--- src/rtl/i2c_cr_pkg.sv ---
package i2c_cr_pkg;

    localparam int CR_W      = 8;
    localparam int NUM_FLAGS = 4;

    localparam int BIT_EN    = 7;
    localparam int BIT_IE    = 6;
    localparam int BIT_BCLR  = 5;
    localparam int BIT_ACK   = 3;
    localparam int BIT_RS    = 2;
    localparam int BIT_PEC   = 1;

    typedef struct packed {
        logic en;
        logic ie;
        logic ack_off;
        logic rs;
        logic pec;
    } ctrl_t;

    localparam ctrl_t CTRL_RST = '0;

    typedef enum logic [1:0] {
        RS_KEEP,
        RS_LOAD,
        RS_HWCLR
    } rs_act_e;

    function automatic ctrl_t decode_wr(input logic [CR_W-1:0] d);
        ctrl_t c;
        c.en      = d[BIT_EN];
        c.ie      = d[BIT_IE];
        c.ack_off = d[BIT_ACK];
        c.rs      = d[BIT_RS];
        c.pec     = d[BIT_PEC];
        return c;
    endfunction

    function automatic logic [CR_W-1:0] encode_rd(input ctrl_t c);
        logic [CR_W-1:0] v;
        v          = '0;
        v[BIT_EN]  = c.en;
        v[BIT_IE]  = c.ie;
        v[BIT_ACK] = c.ack_off;
        v[BIT_RS]  = c.rs;
        v[BIT_PEC] = c.pec;
        return v;
    endfunction

endpackage

--- src/rtl/i2c_cr_store.sv ---
module i2c_cr_store
    import i2c_cr_pkg::*;
(
    input  logic  clk,
    input  logic  rst,
    input  logic  wr_en,
    input  ctrl_t wr_ctrl,
    input  logic  rstart_done,
    input  logic  master_mode,
    output ctrl_t ctrl
);

    ctrl_t   ctrl_q;
    ctrl_t   ctrl_d;
    logic    mst_q;
    logic    hw_clr;
    rs_act_e rs_act;

    // master_mode is tracked even during reset so that edge detection is
    // consistent on the first cycle after reset
    always_ff @(posedge clk) begin
        mst_q <= master_mode;
    end

    assign hw_clr = rstart_done | (mst_q & ~master_mode);

    always_comb begin
        if (hw_clr)
            rs_act = RS_HWCLR;
        else if (wr_en)
            rs_act = RS_LOAD;
        else
            rs_act = RS_KEEP;
    end

    always_comb begin
        ctrl_d = ctrl_q;
        if (wr_en) begin
            ctrl_d.en      = wr_ctrl.en;
            ctrl_d.ie      = wr_ctrl.ie;
            ctrl_d.ack_off = wr_ctrl.ack_off;
            ctrl_d.pec     = wr_ctrl.pec;
        end
        case (rs_act)
            RS_LOAD:  ctrl_d.rs = wr_ctrl.rs;
            RS_HWCLR: ctrl_d.rs = 1'b0;
            default:  ctrl_d.rs = ctrl_q.rs;
        endcase
    end

    always_ff @(posedge clk) begin
        if (rst)
            ctrl_q <= CTRL_RST;
        else
            ctrl_q <= ctrl_d;
    end

    assign ctrl = ctrl_q;

    AST_WRITE_STORES: assert property (@(posedge clk) disable iff (rst)
        wr_en |=> (ctrl.en == $past(wr_ctrl.en)) && (ctrl.pec == $past(wr_ctrl.pec)));
    AST_DONE_CLEARS_RS: assert property (@(posedge clk) disable iff (rst)
        rstart_done |=> !ctrl.rs);
    AST_MST_DROP_CLEARS_RS: assert property (@(posedge clk) disable iff (rst)
        $fell(master_mode) |=> !ctrl.rs);
    AST_HW_CLEAR_WINS: assert property (@(posedge clk) disable iff (rst)
        (wr_en && wr_ctrl.rs && rstart_done) |=> !ctrl.rs);

endmodule

--- src/rtl/i2c_cr_strobe.sv ---
module i2c_cr_strobe (
    input  logic clk,
    input  logic rst,
    input  logic wr_en,
    input  logic bclr_bit,
    input  logic en,
    output logic busy_clr,
    output logic flags_hold
);

    logic pulse_q;

    always_ff @(posedge clk) begin
        if (rst)
            pulse_q <= 1'b0;
        else
            pulse_q <= wr_en & bclr_bit;
    end

    assign busy_clr   = pulse_q;
    assign flags_hold = ~en;

    AST_BCLR_FROM_WRITE: assert property (@(posedge clk) disable iff (rst)
        busy_clr |-> $past(wr_en && bclr_bit));
    AST_BCLR_NO_SPURIOUS: assert property (@(posedge clk) disable iff (rst)
        !wr_en |=> !busy_clr);

endmodule

--- src/rtl/i2c_cr_irq.sv ---
module i2c_cr_irq #(
    parameter int N = 4
) (
    input  logic [N-1:0] flags,
    input  logic         en,
    input  logic         ie,
    output logic         irq
);

    localparam int LAST = N - 1;

    logic         gate;
    logic [N-1:0] masked;

    assign gate = en & ie;

    for (genvar i = 0; i <= LAST; i++) begin : g_mask
        assign masked[i] = flags[i] & gate;
    end

    assign irq = |masked;

endmodule

--- src/rtl/i2c_ctrl_reg.sv ---
module i2c_ctrl_reg
    import i2c_cr_pkg::*;
#(
    parameter int NFLAG = NUM_FLAGS
) (
    input  logic             clk,
    input  logic             rst,
    input  logic             wr_en,
    input  logic             rd_en,
    input  logic [CR_W-1:0]  wr_data,
    output logic [CR_W-1:0]  rd_data,
    input  logic [NFLAG-1:0] flags,
    input  logic             rstart_done,
    input  logic             master_mode,
    output logic             mod_en,
    output logic             irq_en,
    output logic             ack_off,
    output logic             pec_next,
    output logic             rstart_req,
    output logic             busy_clr,
    output logic             flags_hold,
    output logic             irq
);

    ctrl_t wr_ctrl;
    ctrl_t ctrl;
    logic  unused_wr_bits;

    assign wr_ctrl        = decode_wr(wr_data);
    assign unused_wr_bits = ^{wr_data[4], wr_data[0]};

    i2c_cr_store u_store (
        .clk         (clk),
        .rst         (rst),
        .wr_en       (wr_en),
        .wr_ctrl     (wr_ctrl),
        .rstart_done (rstart_done),
        .master_mode (master_mode),
        .ctrl        (ctrl)
    );

    i2c_cr_strobe u_strobe (
        .clk        (clk),
        .rst        (rst),
        .wr_en      (wr_en),
        .bclr_bit   (wr_data[BIT_BCLR]),
        .en         (ctrl.en),
        .busy_clr   (busy_clr),
        .flags_hold (flags_hold)
    );

    i2c_cr_irq #(.N(NFLAG)) u_irq (
        .flags (flags),
        .en    (ctrl.en),
        .ie    (ctrl.ie),
        .irq   (irq)
    );

    assign mod_en     = ctrl.en;
    assign irq_en     = ctrl.ie;
    assign ack_off    = ctrl.ack_off;
    assign pec_next   = ctrl.pec;
    assign rstart_req = ctrl.rs & master_mode;
    assign rd_data    = rd_en ? encode_rd(ctrl) : '0;

    AST_IRQ_GATED: assert property (@(posedge clk) disable iff (rst)
        !(irq_en && mod_en) |-> !irq);
    AST_IRQ_RAISED: assert property (@(posedge clk) disable iff (rst)
        (irq_en && mod_en && (|flags)) |-> irq);
    AST_RSVD_ZERO: assert property (@(posedge clk) disable iff (rst)
        (rd_data[5] == 1'b0) && (rd_data[4] == 1'b0) && (rd_data[0] == 1'b0));
    AST_RD_IDLE: assert property (@(posedge clk) disable iff (rst)
        !rd_en |-> (rd_data == '0));
    AST_RSREQ_MASTER: assert property (@(posedge clk) disable iff (rst)
        rstart_req |-> master_mode);
    AST_HOLD_WHEN_OFF: assert property (@(posedge clk) disable iff (rst)
        !mod_en |-> flags_hold);

endmodule

--- config.mk ---
export PLATFORM = sky130hd
export DESIGN_NAME = i2c_ctrl_reg
export DESIGN_NICKNAME = d
export VERILOG_FILES = /design/src/rtl/i2c_cr_pkg.sv /design/src/rtl/i2c_cr_store.sv /design/src/rtl/i2c_cr_strobe.sv /design/src/rtl/i2c_cr_irq.sv /design/src/rtl/i2c_ctrl_reg.sv
export SDC_FILE = /design/constraint.sdc
export NUM_CORES = 1
export LEC_CHECK = 0
export BUFFER_PORTS_ARGS = -buffer_cell sky130_fd_sc_hd__buf_2
export CAP_MARGIN = 15
export CORE_AREA = 2 2 39 41
export DETAILED_ROUTE_END_ITERATION = 8
export DIE_AREA = 0 0 41 43
export HOLD_SLACK_MARGIN = 0.15
export PLACE_DENSITY = 0.59
export SLEW_MARGIN = 20
export SYNTH_ARGS = -nofsm -noshare
export SYNTH_HDL_FRONTEND = slang
export SYNTH_SLANG_ARGS = --single-unit
export TNS_END_PERCENT = 30
--- constraint.sdc ---
create_clock -name clk -period 0.9 [get_ports clk]
set_input_delay 0.09 -clock clk [delete_from_list [all_inputs] [get_ports clk]]
set_output_delay 0.09 -clock clk [all_outputs]
set_load 0.02 [all_outputs]
==> flow_summary_export.csv <==
group,metric,value,unit
cts,cts_tree,"built",
cts,cts_made_buffers,3,
detailed_routing,vias,351,
detailed_routing,drt_iter0_drc,1,
place,gp_congestion,0.576,
cells_and_area,filler_cell_count,156,
power_and_ir_drop,irDropWorstVdd,763,uV
timing,fin_crit,0.989,ns
power_and_ir_drop,combPwrFrac,0.235,
synth,ys_seq_area_frac,0.432,
setup_path,worstPathRequired,1.04,ns
timing,maxSlewViolCount,0,
setup_path,critPathMaxFanout,6,
floorplanning,coreArea,1380,um2
detailed_routing,wl,890,um
synth,synth_area,324,um2
global_routing,groute.usage.overall,0.104,
power_and_ir_drop,power_density,1270,nW/um2
cts,clk-insertion-delay-late,0.24,ns
cells_and_area,n_antenna_cell,0,
detailed_routing,dr.pass1.iters,3,
floorplanning,die-area,1760,um2
synth,avgSynthCellArea,9.26,um2
power_and_ir_drop,seqPwrFrac,0.424,
setup_path,path_class,"input port to flip-flop",
detailed_routing,avgRoutedWirePerCell,10.1,um
global_routing,grt.busiest_layer,"met2",
place,place_area,460,um2
global_routing,antenna_found_initial,0,
setup_path,endpoint_kind,"flip-flop",
setup_path,cp.arrival,1.12,ns
power_and_ir_drop,power.internal,0.000593,W
cells_and_area,layout-drive-gt1-share,0.611,
synth,ys.warnings.count,0,
cells_and_area,num-nets-final,91,
timing,holdWs,0.0120,ns
floorplanning,ioPinCount,34,
cts,cts_root_buf,"clkbuf_4",
setup_path,worst_setup_path_start_kind,"input port",
timing,finalHoldViolations,0,
cts,clk_pin_slew,0.05,ns
hold_path,hold_path.class,"input port to flip-flop",
synth,synth-seq-cells,7,
synth,synthCells,35,
global_routing,grt_util_met3,0.0785,
power_and_ir_drop,power,0.000801,W
place,io_buffers,28,
cts,clkSinkCount,7,
floorplanning,die_h,43,um
global_routing,grtUsageMet1,0.107,
global_routing,gr-usage-met2,0.163,
power_and_ir_drop,power_switching,0.000207,W
timing,setup_viol,8,
floorplanning,die_width,41,um
global_routing,grt_overflow_total,0,
run,maxCapViolCount,0,
cells_and_area,ff_latch_area,149,um2
global_routing,grt_pass1_vias,285,
global_routing,grt_pass1_wl,1170,um
cts,cts_buffer_depth,2,
power_and_ir_drop,p_leak,0.335,nW
detailed_routing,drtAntennaViolNets,0,
power_and_ir_drop,clkPwrFrac,0.340,
status,violations,"setup timing",
cells_and_area,area_growth,95.4,%
timing,skew,0.00254,ns
cells_and_area,fin_area,633,um2
timing,rsz0062_at_grt,"true",
power_and_ir_drop,p_sw_frac,0.259,
cts,htree_levels,1,
detailed_routing,drc_errors,0,
cts,cts_setup_buffers,0,
cells_and_area,multi_input_area,168,um2
timing,fmax,1010,MHz
floorplanning,rows,14,
timing,post-route-period-util,1.10,
detailed_routing,via_per_inst,3.99,
global_routing,grt_max_degree,7,
synth,synth.distinct_cells,11,
place,place_ws,0.0874,ns
timing,fin_ws,-0.0891,ns
floorplanning,start_util,0.234,
status,status,"complete, but fails checks",
## layer usage
layer / vias to the layer above / share of wire
met2: 19 / 0.56
li1: 180 / -
met5: - / 0
met3: 0 / 0.087
met1: 152 / 0.36
met4: 0 / 0
## placed cells by master (no fill, tap or decap), drive strengths merged
cell type	n
and2	6
dlymetal6s4s	1
mux2i	5
dfxtp	7
nor4	1
conb	3
nor2	6
a2111oi	1
inv	2
dlygate4sd3	6
clkbuf	4
buf	28
nand2	2
## flip-flops by register name (all words and copies together), names as in the netlist
name,flops
u_strobe.busy_clr,1
u_store.mst_q,1
u_store.ctrl,5
## power by group through the flow
stage / sequential, W / combinational [W] / clock, W
final: 0.000340 / 0.000189 / 0.000272
after global routing: 0.000341 / 0.000205 / 0.000312
after CTS: 0.000340 / 0.000172 / 0.000289
after detailed placement: 0.000343 / 0.000141 / 0
after global placement: 0.000342 / 0.000140 / 0
after floorplan: 0.000358 / 0.0000759 / 0
## path summary, 6_finish.rpt
kind / startpoint / slack [ns] / cells after the start / endpoint
setup / recovery: rst / -0.09 / 3 / u_store.ctrl[1]
hold / removal: rstart_done / 0.01 / 2 / u_store.ctrl[1]
setup reg to reg: u_store.ctrl[1] / 0.20 / 2 / u_store.ctrl[1]
hold reg to reg: u_store.mst_q / 0.43 / 1 / u_store.ctrl[1]
## worst max-delay path, cell delays in order
cell and delay (ns):
buf_2 0.09, dlygate4sd3_1 0.65, a2111oi_2 0.29
## final cells by class
class	instances	area share
clock buffer	4	0.0415
inverter	2	0.0119
multi-input combinational	24	0.265
sequential	7	0.235
tap	16	0.0316
timing repair buffer	35	0.415
## synth_stat cells
master / count / area [um2]
a2111oi_2: 1 / 15.0
and2_1: 6 / 37.5
buf_4: 3 / 22.5
buf_6: 1 / 11.3
conb_1: 1 / 3.75
dfxtp_1: 7 / 140
inv_1: 2 / 7.51
mux2i_1: 5 / 50.1
nand2_1: 2 / 7.51
nor2_1: 6 / 22.5
nor4_1: 1 / 6.26
## cells by family (layout without fill, tap and decap cells)
group	count (synthesis)	count (layout)	share of synthesized area
mux	5	5	0.154
buf+inv	6	41	0.127
simple gates	15	15	0.228
other cells	1	3	0.0116
compound gates	1	1	0.0463
flops	7	7	0.432
## stage by stage
stage               TNS (ns)  instances  utilization
finish                -0.235         88        0.458
global placement           0         77        0.333
global route          -0.578         88        0.458
CTS                   -0.318         86        0.423
floorplan                  0         37            -
detailed placement         0         77        0.333
## what timing repair did
action / in CTS / in global routing
pin swaps: 2 / 0
endpoints found under the setup margin: 9 / 10
hold buffers: 5 / 2
gates cloned: 0 / 0
resized for setup: 19 / 10
endpoints found under the hold margin: 7 / 6
No activity file was read; power rests on OpenSTA's default activity.
